### src/rtl/hors_pkg.sv
// Shared types for the hold-off ramp sequencer.
package hors_pkg;
    typedef enum logic [2:0] {
        PH_IDLE,
        PH_HOLD,
        PH_DOWN,
        PH_REST,
        PH_UP
    } phase_e;
endpackage

### src/rtl/hors_downcnt.sv
// Loadable down-counter used for the hold-off count and the rest timer.
// Assumes: load has priority over run; the counter stops at one and
// at_one is high whenever the count is one or zero.
module hors_downcnt #(
    parameter int W = 16
) (
    input  logic         clk,
    input  logic         rst_n,
    input  logic         load,
    input  logic [W-1:0] load_val,
    input  logic         run,
    output logic         at_one
);
    logic [W-1:0] cnt;

    // Load, or step toward one while enabled.
    always_ff @(posedge clk) begin
        if (!rst_n)
            cnt <= '0;
        else if (load)
            cnt <= load_val;
        else if (run && cnt > W'(1))
            cnt <= cnt - W'(1);
    end

    assign at_one = (cnt <= W'(1));
endmodule

### src/rtl/hors_addr.sv
// Ramp-memory address register with preset, clear and +/-1 steps.
// Assumes: at most one control is high per cycle; priority is
// set_top, clr, step_dn, step_up.
module hors_addr #(
    parameter int W = 6
) (
    input  logic         clk,
    input  logic         rst_n,
    input  logic         set_top,
    input  logic [W-1:0] top_val,
    input  logic         clr,
    input  logic         step_dn,
    input  logic         step_up,
    output logic [W-1:0] addr
);
    // Update the address according to the active control.
    always_ff @(posedge clk) begin
        if (!rst_n)
            addr <= '0;
        else if (set_top)
            addr <= top_val;
        else if (clr)
            addr <= '0;
        else if (step_dn)
            addr <= addr - W'(1);
        else if (step_up)
            addr <= addr + W'(1);
    end
endmodule

### src/rtl/holdoff_ramp_seq.sv
// Top: trigger-loaded hold-off countdown followed by a descending ramp,
// an optional rest and an ascending ramp over ramp-memory addresses.
// Assumes: load_count, ramp_last and rest_len are stable from the
// trigger until done; triggers outside idle/hold are ignored.
module holdoff_ramp_seq #(
    parameter int CNT_W  = 16,
    parameter int ADDR_W = 6,
    parameter int REST_W = 8
) (
    input  logic              clk,
    input  logic              rst_n,
    input  logic              trig,
    input  logic [CNT_W-1:0]  load_count,
    input  logic [ADDR_W-1:0] ramp_last,
    input  logic [REST_W-1:0] rest_len,
    output logic [ADDR_W-1:0] ram_addr,
    output logic              ramp_active,
    output logic              done
);
    import hors_pkg::*;

    phase_e phase_q, phase_d;
    logic hold_load, hold_run, hold_exp;
    logic rest_load, rest_exp;
    logic a_set, a_clr, a_dn, a_up;
    logic done_set;
    logic addr_zero, addr_top;

    assign addr_zero = (ram_addr == '0);
    assign addr_top  = (ram_addr == ramp_last);

    hors_downcnt #(.W(CNT_W)) u_hold (
        .clk(clk), .rst_n(rst_n), .load(hold_load), .load_val(load_count),
        .run(hold_run), .at_one(hold_exp)
    );

    hors_downcnt #(.W(REST_W)) u_rest (
        .clk(clk), .rst_n(rst_n), .load(rest_load), .load_val(rest_len),
        .run(phase_q == PH_REST), .at_one(rest_exp)
    );

    hors_addr #(.W(ADDR_W)) u_addr (
        .clk(clk), .rst_n(rst_n), .set_top(a_set), .top_val(ramp_last),
        .clr(a_clr), .step_dn(a_dn), .step_up(a_up), .addr(ram_addr)
    );

    // Next phase and datapath controls.
    always_comb begin
        phase_d   = phase_q;
        hold_load = 1'b0;
        hold_run  = 1'b0;
        rest_load = 1'b0;
        a_set     = 1'b0;
        a_clr     = 1'b0;
        a_dn      = 1'b0;
        a_up      = 1'b0;
        done_set  = 1'b0;
        unique case (phase_q)
            PH_IDLE: begin
                if (trig) begin
                    hold_load = 1'b1;
                    phase_d   = PH_HOLD;
                end
            end
            PH_HOLD: begin
                if (trig) begin
                    hold_load = 1'b1;
                end else if (hold_exp) begin
                    a_set   = 1'b1;
                    phase_d = PH_DOWN;
                end else begin
                    hold_run = 1'b1;
                end
            end
            PH_DOWN: begin
                if (!addr_zero) begin
                    a_dn = 1'b1;
                end else if (rest_len == '0) begin
                    a_clr   = 1'b1;
                    phase_d = PH_UP;
                end else begin
                    rest_load = 1'b1;
                    phase_d   = PH_REST;
                end
            end
            PH_REST: begin
                if (rest_exp) begin
                    a_clr   = 1'b1;
                    phase_d = PH_UP;
                end
            end
            PH_UP: begin
                if (addr_top) begin
                    done_set = 1'b1;
                    phase_d  = PH_IDLE;
                end else begin
                    a_up = 1'b1;
                end
            end
            default: phase_d = PH_IDLE;
        endcase
    end

    // Phase register and registered completion pulse.
    always_ff @(posedge clk) begin
        if (!rst_n) begin
            phase_q <= PH_IDLE;
            done    <= 1'b0;
        end else begin
            phase_q <= phase_d;
            done    <= done_set;
        end
    end

    assign ramp_active = (phase_q == PH_DOWN) || (phase_q == PH_UP);
endmodule

### config.mk
export PLATFORM = sky130hd
export DESIGN_NAME = holdoff_ramp_seq
export DESIGN_NICKNAME = d
export VERILOG_FILES = /design/src/rtl/hors_pkg.sv /design/src/rtl/hors_downcnt.sv /design/src/rtl/hors_addr.sv /design/src/rtl/holdoff_ramp_seq.sv
export SDC_FILE = /design/constraint.sdc
export NUM_CORES = 1
export LEC_CHECK = 0
export BUFFER_PORTS_ARGS = -buffer_cell sky130_fd_sc_hd__buf_2
export CAP_MARGIN = 40
export CORE_UTILIZATION = 25
export DETAILED_ROUTE_END_ITERATION = 7
export MAX_ROUTING_LAYER = met4
export SKIP_LAST_GASP = 1
export SYNTH_ARGS = -nofsm -noshare
export SYNTH_HDL_FRONTEND = slang
export SYNTH_SLANG_ARGS = --single-unit
### constraint.sdc
create_clock -name clk -period 3 [get_ports clk]
set_input_delay 0.75 -clock clk [delete_from_list [all_inputs] [get_ports clk]]
set_output_delay 0.75 -clock clk [all_outputs]
set_load 0.01 [all_outputs]
# Yosys cells after proc, flatten, opt, wreduce, memory -nomap -nowiden
# Cells that the tools add are included.
# word_totals
output_inout_bits,8
regBits,34
elab_cells,72
# op_classes
magnitude_cmp,4
eq_ne,11
reduce_logical,12
addsub,4
muxes,36
# ops
cell,n
$mux 16,2
$mux 6,4
$mux 3,7
$mux 1,19
$gt 16x1->1 const B,1
$le 16x1->1 const B,1
$mux 8,2
$sub 16x1->16 const B,1
$pmux 3 s5,1
$ne 2x2->1 const B,6
$gt 8x1->1 const B,1
$le 8x1->1 const B,1
$logic_not 8->1,1
$sub 8x1->8 const B,1
$add 6x1->6 const B,1
$eq 3x2->1 const B,2
$eq 6x6->1,1
$logic_not 6->1,1
$reduce_and 6->1,1
$sub 6x1->6 const B,1
$reduce_bool 2->1,2
$reduce_bool 4->1,1
$eq 3x1->1 const B,1
$eq 3x3->1 const B,1
other kinds (6),7

# Logic depth before layout (Yosys ltp)
# Gate-level depths: netlist of run 1.
# depth
ltp_word,7
ltp_mapped,12

# Hierarchy
# From an unflattened synthesis of run 1, not the netlist that was laid out.
# hier_totals
hier_cells,300
area_unflattened_um2,2476.1
# modules_own_cells
module,cells_each,area_per_inst_um2,instances,seq_area_each_um2
hors_downcnt (u_hold),136,1069.8,1,320.3
hors_addr,54,513.0,1,120.1
hors_downcnt (u_rest),57,476.7,1,160.2
holdoff_ramp_seq,53,416.6,1,80.1

# Worst setup path after synthesis of run 1
# OpenSTA, ideal clock, no wires.
# synth_timing
kind,flip-flop to flip-flop
from,reg phase_q[2]
to,reg u_addr.addr[4]
required_time_ps,2863
stages_incl_launch_ff,13
path_slack_ps,216
setup_time_ps,137
arrival_time_ps,2647
cell_sequence,dfxtp_1 > buf_6 > or3b_2 > clkbuf_1 > a21oi_1 > xor2_1 > ha_1 > or3_1 > a21oi_1 > nand2_1 > and3_1 > nor4_1 > a2111oi_2
# synth_between
elab_chain_len,5
elab_cells_between_ends,12
classes_between,eq/ne (4); mux (7); reduce/logical (1)
# synth_rtl
element,line,rtl
"start, declared",holdoff_ramp_seq.sv:22,"phase_e phase_q, phase_d;"
"start signal, assigned",holdoff_ramp_seq.sv:110,phase_q <= phase_d;
$eq 3x2->1,holdoff_ramp_seq.sv:58,unique case (phase_q)
$mux 1,holdoff_ramp_seq.sv:58,
$mux 6,hors_addr.sv:24,else if (step_dn)
$mux 6,hors_addr.sv:22,else if (clr)
$mux 6,hors_addr.sv:20,else if (set_top)
"end signal, assigned",hors_addr.sv:21,addr <= top_val;
"end signal, assigned",hors_addr.sv:25,addr <= addr - W'(1);
"end signal, assigned",hors_addr.sv:27,addr <= addr + W'(1);
"end, declared",hors_addr.sv:14,output logic [W-1:0] addr
# Parallel ways exist; a longest one is shown, timed or not.
# A chain may end at the register's enable or synchronous reset.

# Final worst setup path of run 1
# layout_timing
from,reg phase_q[1]
to,reg u_addr.addr[4]
# The elaborated chain is that of the path after synthesis.

==> impl_metrics.env, run 1 <==
export IMPL_synthTopCellsByArea="dfxtp_1, xnor2_1, a21oi_1"
export IMPL_hold_violations=0
export IMPL_rrSetupSlack_ns=0.27
export IMPL_grt_antenna_before_repair=0
export IMPL_postCtsSetupBuffers=0
export IMPL_relSlewSlack_pct=61.02
export IMPL_netlist_instances=285
export IMPL_layout_common_cells="buf_2, dfxtp_1, nor2_1"
export IMPL_antennaDiodeCount=0
export IMPL_cts_tree="yes"
export IMPL_rr_worst_depth=10
export IMPL_grt_max_degree=23
export IMPL_max_freq_mhz=366.1
export IMPL_syn_to_final_growth_pct=19.16
export IMPL_cts_buffers=5
export IMPL_worstHoldPathCells=2
export IMPL_maxCapViolCount=0
export IMPL_r2r_start="phase_q[1]"
export IMPL_drc_errors=0
export IMPL_synthDistinctLibCells=58
export IMPL_fin_skew_ns=0.004834
export IMPL_p_per_area_nw_per_um2=393.4
export IMPL_start_util_pct=25.86
export IMPL_ys_seq_area_share_pct=30.04
export IMPL_clk_path_buf_depth=2
export IMPL_clkSinkCount=34
export IMPL_finalCriticalPeriod_ns=2.732
export IMPL_ys_warn_count=0
export IMPL_drt_iter0_markers=92
export IMPL_holdPathEnd="u_rest.cnt[6]"
export IMPL_worst_pin_slew_ns=0.5840
export IMPL_synth_area_per_cell_sq_um=7.951
export IMPL_dp_hpwl_microns=4184
export IMPL_drv_slew=0
export IMPL_cts_root_buf="clkbuf_8"
export IMPL_tns_ns=0
export IMPL_finalWeightedCongestion=0.9435
export IMPL_worstSetupEndpointType="flip-flop"
export IMPL_whs_ns=0.4738
export IMPL_io_buffers=40
export IMPL_yosysTopAreaCell="dfxtp_1"
export IMPL_dieArea_sq_um=9449
export IMPL_arrival_ns=2.91
export IMPL_viasPerCell=5.037
export IMPL_first_pass_iters=4
export IMPL_grt_pass1_vias=2021
export IMPL_synth_flop_cell="dfxtp_1"
export IMPL_async_flop_share_pct=0
export IMPL_min_from="u_rest.cnt[6]"
export IMPL_routedWlPerCell_microns=13.03
export IMPL_layout_commonest_cell="buf_2"
export IMPL_cts_htree_levels=2
export IMPL_reg2reg_to="u_addr.addr[4]"
export IMPL_clkLatencyLatePin_ns=0.28
export IMPL_critPathRequiredTime_ns=3.18
export IMPL_cts_clk_slew_worst_paths_ns=0.07
export IMPL_worstSetupPathType="reg -> reg"
export IMPL_grt_overflow=0
export IMPL_leakagePower_nw=1.040
export IMPL_wirelength_microns=5657
export IMPL_syn_area_sq_um=2266
export IMPL_setup_violations=0
export IMPL_cts_hold_buf=0
export IMPL_core_sq_um=8763
export IMPL_vias=2186
export IMPL_startpoint="phase_q[1]"
export IMPL_status="finished clean"
export IMPL_vdd_ir_drop_max_mv=0.1837
export IMPL_fp_dieW_microns=97.21
export IMPL_ios=41
export IMPL_grt_first_pass_wirelength_microns=9646
export IMPL_fin_nets=364
export IMPL_grt_setup_unrepaired="no"
export IMPL_period_share_pct=91.06
export IMPL_synth_edff_count=0
export IMPL_ant_nets=0
export IMPL_ys_seq_elements=34
export IMPL_synth_net_count=324
export IMPL_drive_above_1_share_pct=25.15
export IMPL_hold_class="reg -> reg"
export IMPL_grt_usage_pct=12.72
export IMPL_fp_row_count=34
export IMPL_die_h_microns=97.21
export IMPL_crit_fanout=11
export IMPL_yosysTopAreaCellShare_pct=30.04
export IMPL_cts_resized_gates=0
export IMPL_startpoint_type="flip-flop"
[worst max-delay path by stage]
stage | to | slack [ns] | cells past startpoint
6_report | u_addr.addr[4] | 0.27 | 10
5_1_grt | u_addr.addr[4] | 0.05 | 10
4_1_cts | u_addr.addr[4] | 0.18 | 10
3_5_place_dp | u_addr.addr[4] | 0.22 | 10
3_3_place_gp | u_addr.addr[4] | 0.28 | 10
2_1_floorplan | u_addr.addr[4] | 0.22 | 12
[worst max-delay path, stage by stage (launching register included)]
cell and delay [ns]:
dfxtp_2 0.42, or3b_2 0.53, a21oi_1 0.21, xor2_1 0.10, ha_1 0.23, or3_1 0.31, a21oi_1 0.19, nand3_1 0.10
a21oi_1 0.15, nor4_1 0.07, a2111oi_2 0.33
[Yosys cell counts, drive strengths merged, types with 2 or more instances]
library cell  count
a211oi            6
a21o              2
a21oi            24
a22oi             2
a31oi             7
a32o              3
and3              3
buf               5
clkbuf           14
dfxtp            34
ha                6
inv               5
mux2              3
nand2            22
nand2b            2
nand3            12
nand4             2
nor2             26
nor2b             4
nor3              8
nor3b             3
nor4              8
o21a              2
o21ai            19
o21bai            2
o31a              2
o31ai             2
or2               7
or2b              2
or3               3
or4               6
xnor2            19
xor2              4
[cell type report]
type / instances / area, sq um
Sequential cell: 34 / 681.9
Multi-Input combinational cell: 227 / 1464
Tap cell: 108 / 135.1
Fill cell: 935 / 6063
Inverter: 5 / 18.77
Timing Repair Buffer: 52 / 290.3
Clock buffer: 8 / 110.1
[flip-flops by register name, indices dropped and copies added (netlist names)]
name         cells
u_rest.cnt       8
u_hold.cnt      16
phase_q          3
done             1
u_addr.addr      6
[power breakdown]
part | total [mW] | leakage [nW] | switching [mW] | internal (mW)
registers | 0.491 | 0.279 | 0.0194 | 0.472
clock network | 0.403 | 0.0575 | 0.171 | 0.232
logic | 0.167 | 0.704 | 0.0932 | 0.0741
total | 1.06 | 1.04 | 0.284 | 0.778
[metrics by stage]
| step | power (mW) | utilization (%) | setup WS, ns | instance area, sq um | std cells |
|---|---|---|---|---|---|
| 4_1_cts | 1.080 | 30.80 | 0.1798 | 2699 | 434 |
| 5_1_grt | 1.129 | 30.81 | 0.05323 | 2700 | 434 |
| 6_report | 1.062 | 30.81 | 0.2683 | 2700 | 434 |
| 3_3_place_gp | 0.6659 | 29.54 | 0.2772 | 2589 | 426 |
| 2_1_floorplan | 0.6135 | - | 0.2165 | 2266 | 285 |
| 3_5_place_dp | 0.6677 | 29.54 | 0.2156 | 2589 | 426 |
[logic make-up (layout without fill, tap and decap cells)]
logic type      Yosys count  in the layout  share of synthesized area, %
compound gates           83             83                         23.96
xor+xnor                 23             23                         8.890
fa+ha+maj                 6              6                         3.313
buf+inv                  24             65                         5.356
flops                    34             34                         30.04
mux                       3              3                         1.491
simple gates            112            112                         26.95
[per-layer routing]
metal / vias to the layer above / share of wire (%) / GRT usage (%)
met3: 6 / 5.0 / 3.957
met4: 0 / 0.67 / 3.444
met2: 60 / 47 / 18.74
li1: 1124 / - / -
met1: 996 / 47 / 16.77
met5: - / 0 / -
(Power assumes the default switching activity.)
==> inputs of run 2 (changes only) <==
--- a/config.mk
+++ b/config.mk
@@ -5,11 +5,13 @@
 export SDC_FILE = /design/constraint.sdc
 export NUM_CORES = 1
 export LEC_CHECK = 0
+export ABC_AREA = 1
 export BUFFER_PORTS_ARGS = -buffer_cell sky130_fd_sc_hd__buf_2
 export CAP_MARGIN = 40
-export CORE_UTILIZATION = 25
+export CORE_UTILIZATION = 45
 export DETAILED_ROUTE_END_ITERATION = 7
 export MAX_ROUTING_LAYER = met4
+export PLACE_DENSITY = 0.66
 export SKIP_LAST_GASP = 1
 export SYNTH_ARGS = -nofsm -noshare
 export SYNTH_HDL_FRONTEND = slang
==> impl_metrics.env, run 2 <==
export IMPL_status="finished clean"
export IMPL_drt_iter0_markers=142
export IMPL_grt_first_pass_wirelength_microns=10520
export IMPL_worst_pin_slew_ns=0.6445
export IMPL_synth_edff_count=0
export IMPL_ys_seq_elements=34
export IMPL_finalWeightedCongestion=0.8973
export IMPL_synthMuxAreaShare_pct=0
export IMPL_crit_chain="inv_1, nor3_1, inv_1, nand2_1, buf_2"
export IMPL_period_share_pct=68.27
export IMPL_cts_htree_levels=2
export IMPL_start_util_pct=47.76
export IMPL_cts_tree="yes"
export IMPL_synth_top_family_by_area="simple AND/OR/NAND/NOR gates"
export IMPL_fp_dieW_microns=76.33
export IMPL_nFillCells=545
export IMPL_synth_compound_area_share_pct=19.73
export IMPL_wl_met1_microns=3034
export IMPL_grt_overflow=0
export IMPL_synth_flop_cell="dfxtp_1"
export IMPL_critPathSlowestCell="dfxtp_1"
export IMPL_finalCriticalPeriod_ns=2.048
export IMPL_hold_class="reg -> reg"
export IMPL_die_h_microns=76.33
export IMPL_clkLatencyLatePin_ns=0.29
export IMPL_synth_xor_area_share_pct=4.227
export IMPL_critPathTopFamily="flip-flops"
export IMPL_fp_row_count=26
export IMPL_endpoint="ramp_active"
export IMPL_cts_resized_gates=0
export IMPL_syn_to_final_growth_pct=15.05
export IMPL_synth_area_per_cell_sq_um=6.560
export IMPL_layout_common_cells="nand2_1, inv_1, nor2_1"
export IMPL_fin_nets=459
export IMPL_dr_max_layer_used="met4"
export IMPL_multi_input_area_sq_um=1583
export IMPL_antennaDiodeCount=0
export IMPL_p_per_area_nw_per_um2=985.2
export IMPL_core_sq_um=5205
export IMPL_layout_commonest_cell="nand2_1"
export IMPL_setup_violations=0
export IMPL_clk_path_buf_depth=2
export IMPL_drive_above_1_share_pct=20.43
export IMPL_ys_warn_count=0
export IMPL_r2r_start="u_hold.cnt[0]"
export IMPL_top_register="u_hold.cnt"
export IMPL_wirelength_microns=6180
export IMPL_drc_errors=0
export IMPL_synth_net_count=418
export IMPL_worstSetupEndpointType="primary output"
export IMPL_leakagePower_nw=1.359
export IMPL_synthDistinctLibCells=39
export IMPL_critical_path_most_common_cell="inv_1"
export IMPL_yosysTopAreaCell="dfxtp_1"
export IMPL_rr_worst_depth=11
export IMPL_ios=41
export IMPL_clkSinkCount=34
export IMPL_tns_ns=0
export IMPL_hold_violations=0
export IMPL_cts_buffers=5
export IMPL_yosys_area_share_simple_pct=36.69
export IMPL_max_freq_mhz=488.3
export IMPL_critPathRequiredTime_ns=2.25
export IMPL_dieArea_sq_um=5826
export IMPL_rrSetupSlack_ns=0.96
export IMPL_first_pass_iters=4
export IMPL_dp_hpwl_microns=4534
export IMPL_largest_reg_flops=16
export IMPL_cts_clk_slew_worst_paths_ns=0.07
export IMPL_yosysTopAreaCellShare_pct=27.38
export IMPL_synth_most_common_cell="nand2_1"
export IMPL_drv_slew=0
export IMPL_reg_top3="u_hold.cnt: 16 flops, u_rest.cnt: 8 flops, u_addr.addr: 6 flops"
export IMPL_whs_ns=0.4905
export IMPL_ant_nets=0
export IMPL_io_buffers=40
export IMPL_syn_area_sq_um=2486
export IMPL_arrival_ns=1.30
export IMPL_startpoint_type="flip-flop"
export IMPL_grt_max_degree=23
export IMPL_ys_seq_area_share_pct=27.38
export IMPL_cp_num_cells=5
export IMPL_fin_skew_ns=0.01158
export IMPL_cts_root_buf="clkbuf_8"
export IMPL_postCtsSetupBuffers=0
export IMPL_worst_path_buf_inv=3
export IMPL_synth_common_cells="nand2_1, inv_1, nor2_1"
export IMPL_routedWlPerCell_microns=12.59
export IMPL_vias=2565
export IMPL_grt_usage_pct=23.00
export IMPL_wl_met2_microns=2918
export IMPL_crit_fanout=4
export IMPL_async_flop_share_pct=0
export IMPL_synthTopCellsByArea="dfxtp_1, nand2_1, a21oi_1"
export IMPL_wl_met3_microns=199
export IMPL_maxCapViolCount=0
export IMPL_grt_pass1_vias=2333
export IMPL_netlist_instances=379
export IMPL_seq_area_sq_um=680.7
export IMPL_slowest_delay_ns=0.39
export IMPL_reg2reg_to="u_hold.cnt[14]"
export IMPL_viasPerCell=5.224
export IMPL_vdd_ir_drop_max_mv=0.4648
export IMPL_worstSetupPathType="reg -> out"
export IMPL_grt_antenna_before_repair=0
export IMPL_startpoint="phase_q[2]"
export IMPL_relSlewSlack_pct=56.98
export IMPL_cts_hold_buf=0
export IMPL_synth_adder_area_share_pct=3.020
export IMPL_grt_setup_unrepaired="no"
run 2: worst min-delay path, stage by stage (launching register included):
cell	delay, ns
dfxtp_1	0.32
inv_1	0.07
a21oi_1	0.06
run 2: final cells by class:
class / instances / share of cell area (%)
inverters: 50 / 6.562
flip-flops and latches: 34 / 23.80
clock inverters: 3 / 1.575
multi-input cells: 288 / 55.34
clock buffers: 5 / 2.406
well taps: 70 / 3.062
repair buffers: 41 / 7.262
run 2: power breakdown:
group,internal (mW),switching [mW],leakage [nW]
registers,0.608,0.179,0.279
clock network,0.247,0.186,0.0504
logic,0.597,1.00,1.03
total,1.45,1.37,1.36
run 2: cells by family after synthesis:
family	count (synthesis)
and+or+nand+nor	185
AOI/OAI and AO/OA	85
buffers and inverters	57
DFF	34
xor gates and xnor gates	12
adders and majority gates	6
run 2: worst min path at each step:
stage / to / from / cells after the start
floorplan: u_hold.cnt[6] / u_hold.cnt[6] / 2
global route: u_hold.cnt[6] / u_hold.cnt[6] / 2
finish: u_hold.cnt[6] / u_hold.cnt[6] / 2
CTS: u_hold.cnt[6] / u_hold.cnt[6] / 2
detailed placement: u_hold.cnt[6] / u_hold.cnt[6] / 2
global placement: u_hold.cnt[6] / u_hold.cnt[6] / 2
run 2: stage by stage:
step,area [sq um],power [mW],utilization (%),instances,worst slack [ns]
3_3_place_gp,2746,2.364,52.76,483,0.8597
3_5_place_dp,2746,2.381,52.76,483,0.8100
4_1_cts,2860,2.828,54.95,491,0.9390
2_1_floorplan,2486,2.057,-,379,1.229
6_report,2860,2.818,54.95,491,0.9519
5_1_grt,2860,3.106,54.95,491,0.7869
run 2: routing by layer:
metal	global-route usage, %	vias up
met2	37.75	49
li1	-	1346
met5	-	-
met1	28.67	1168
met3	4.910	2
met4	5.769	0
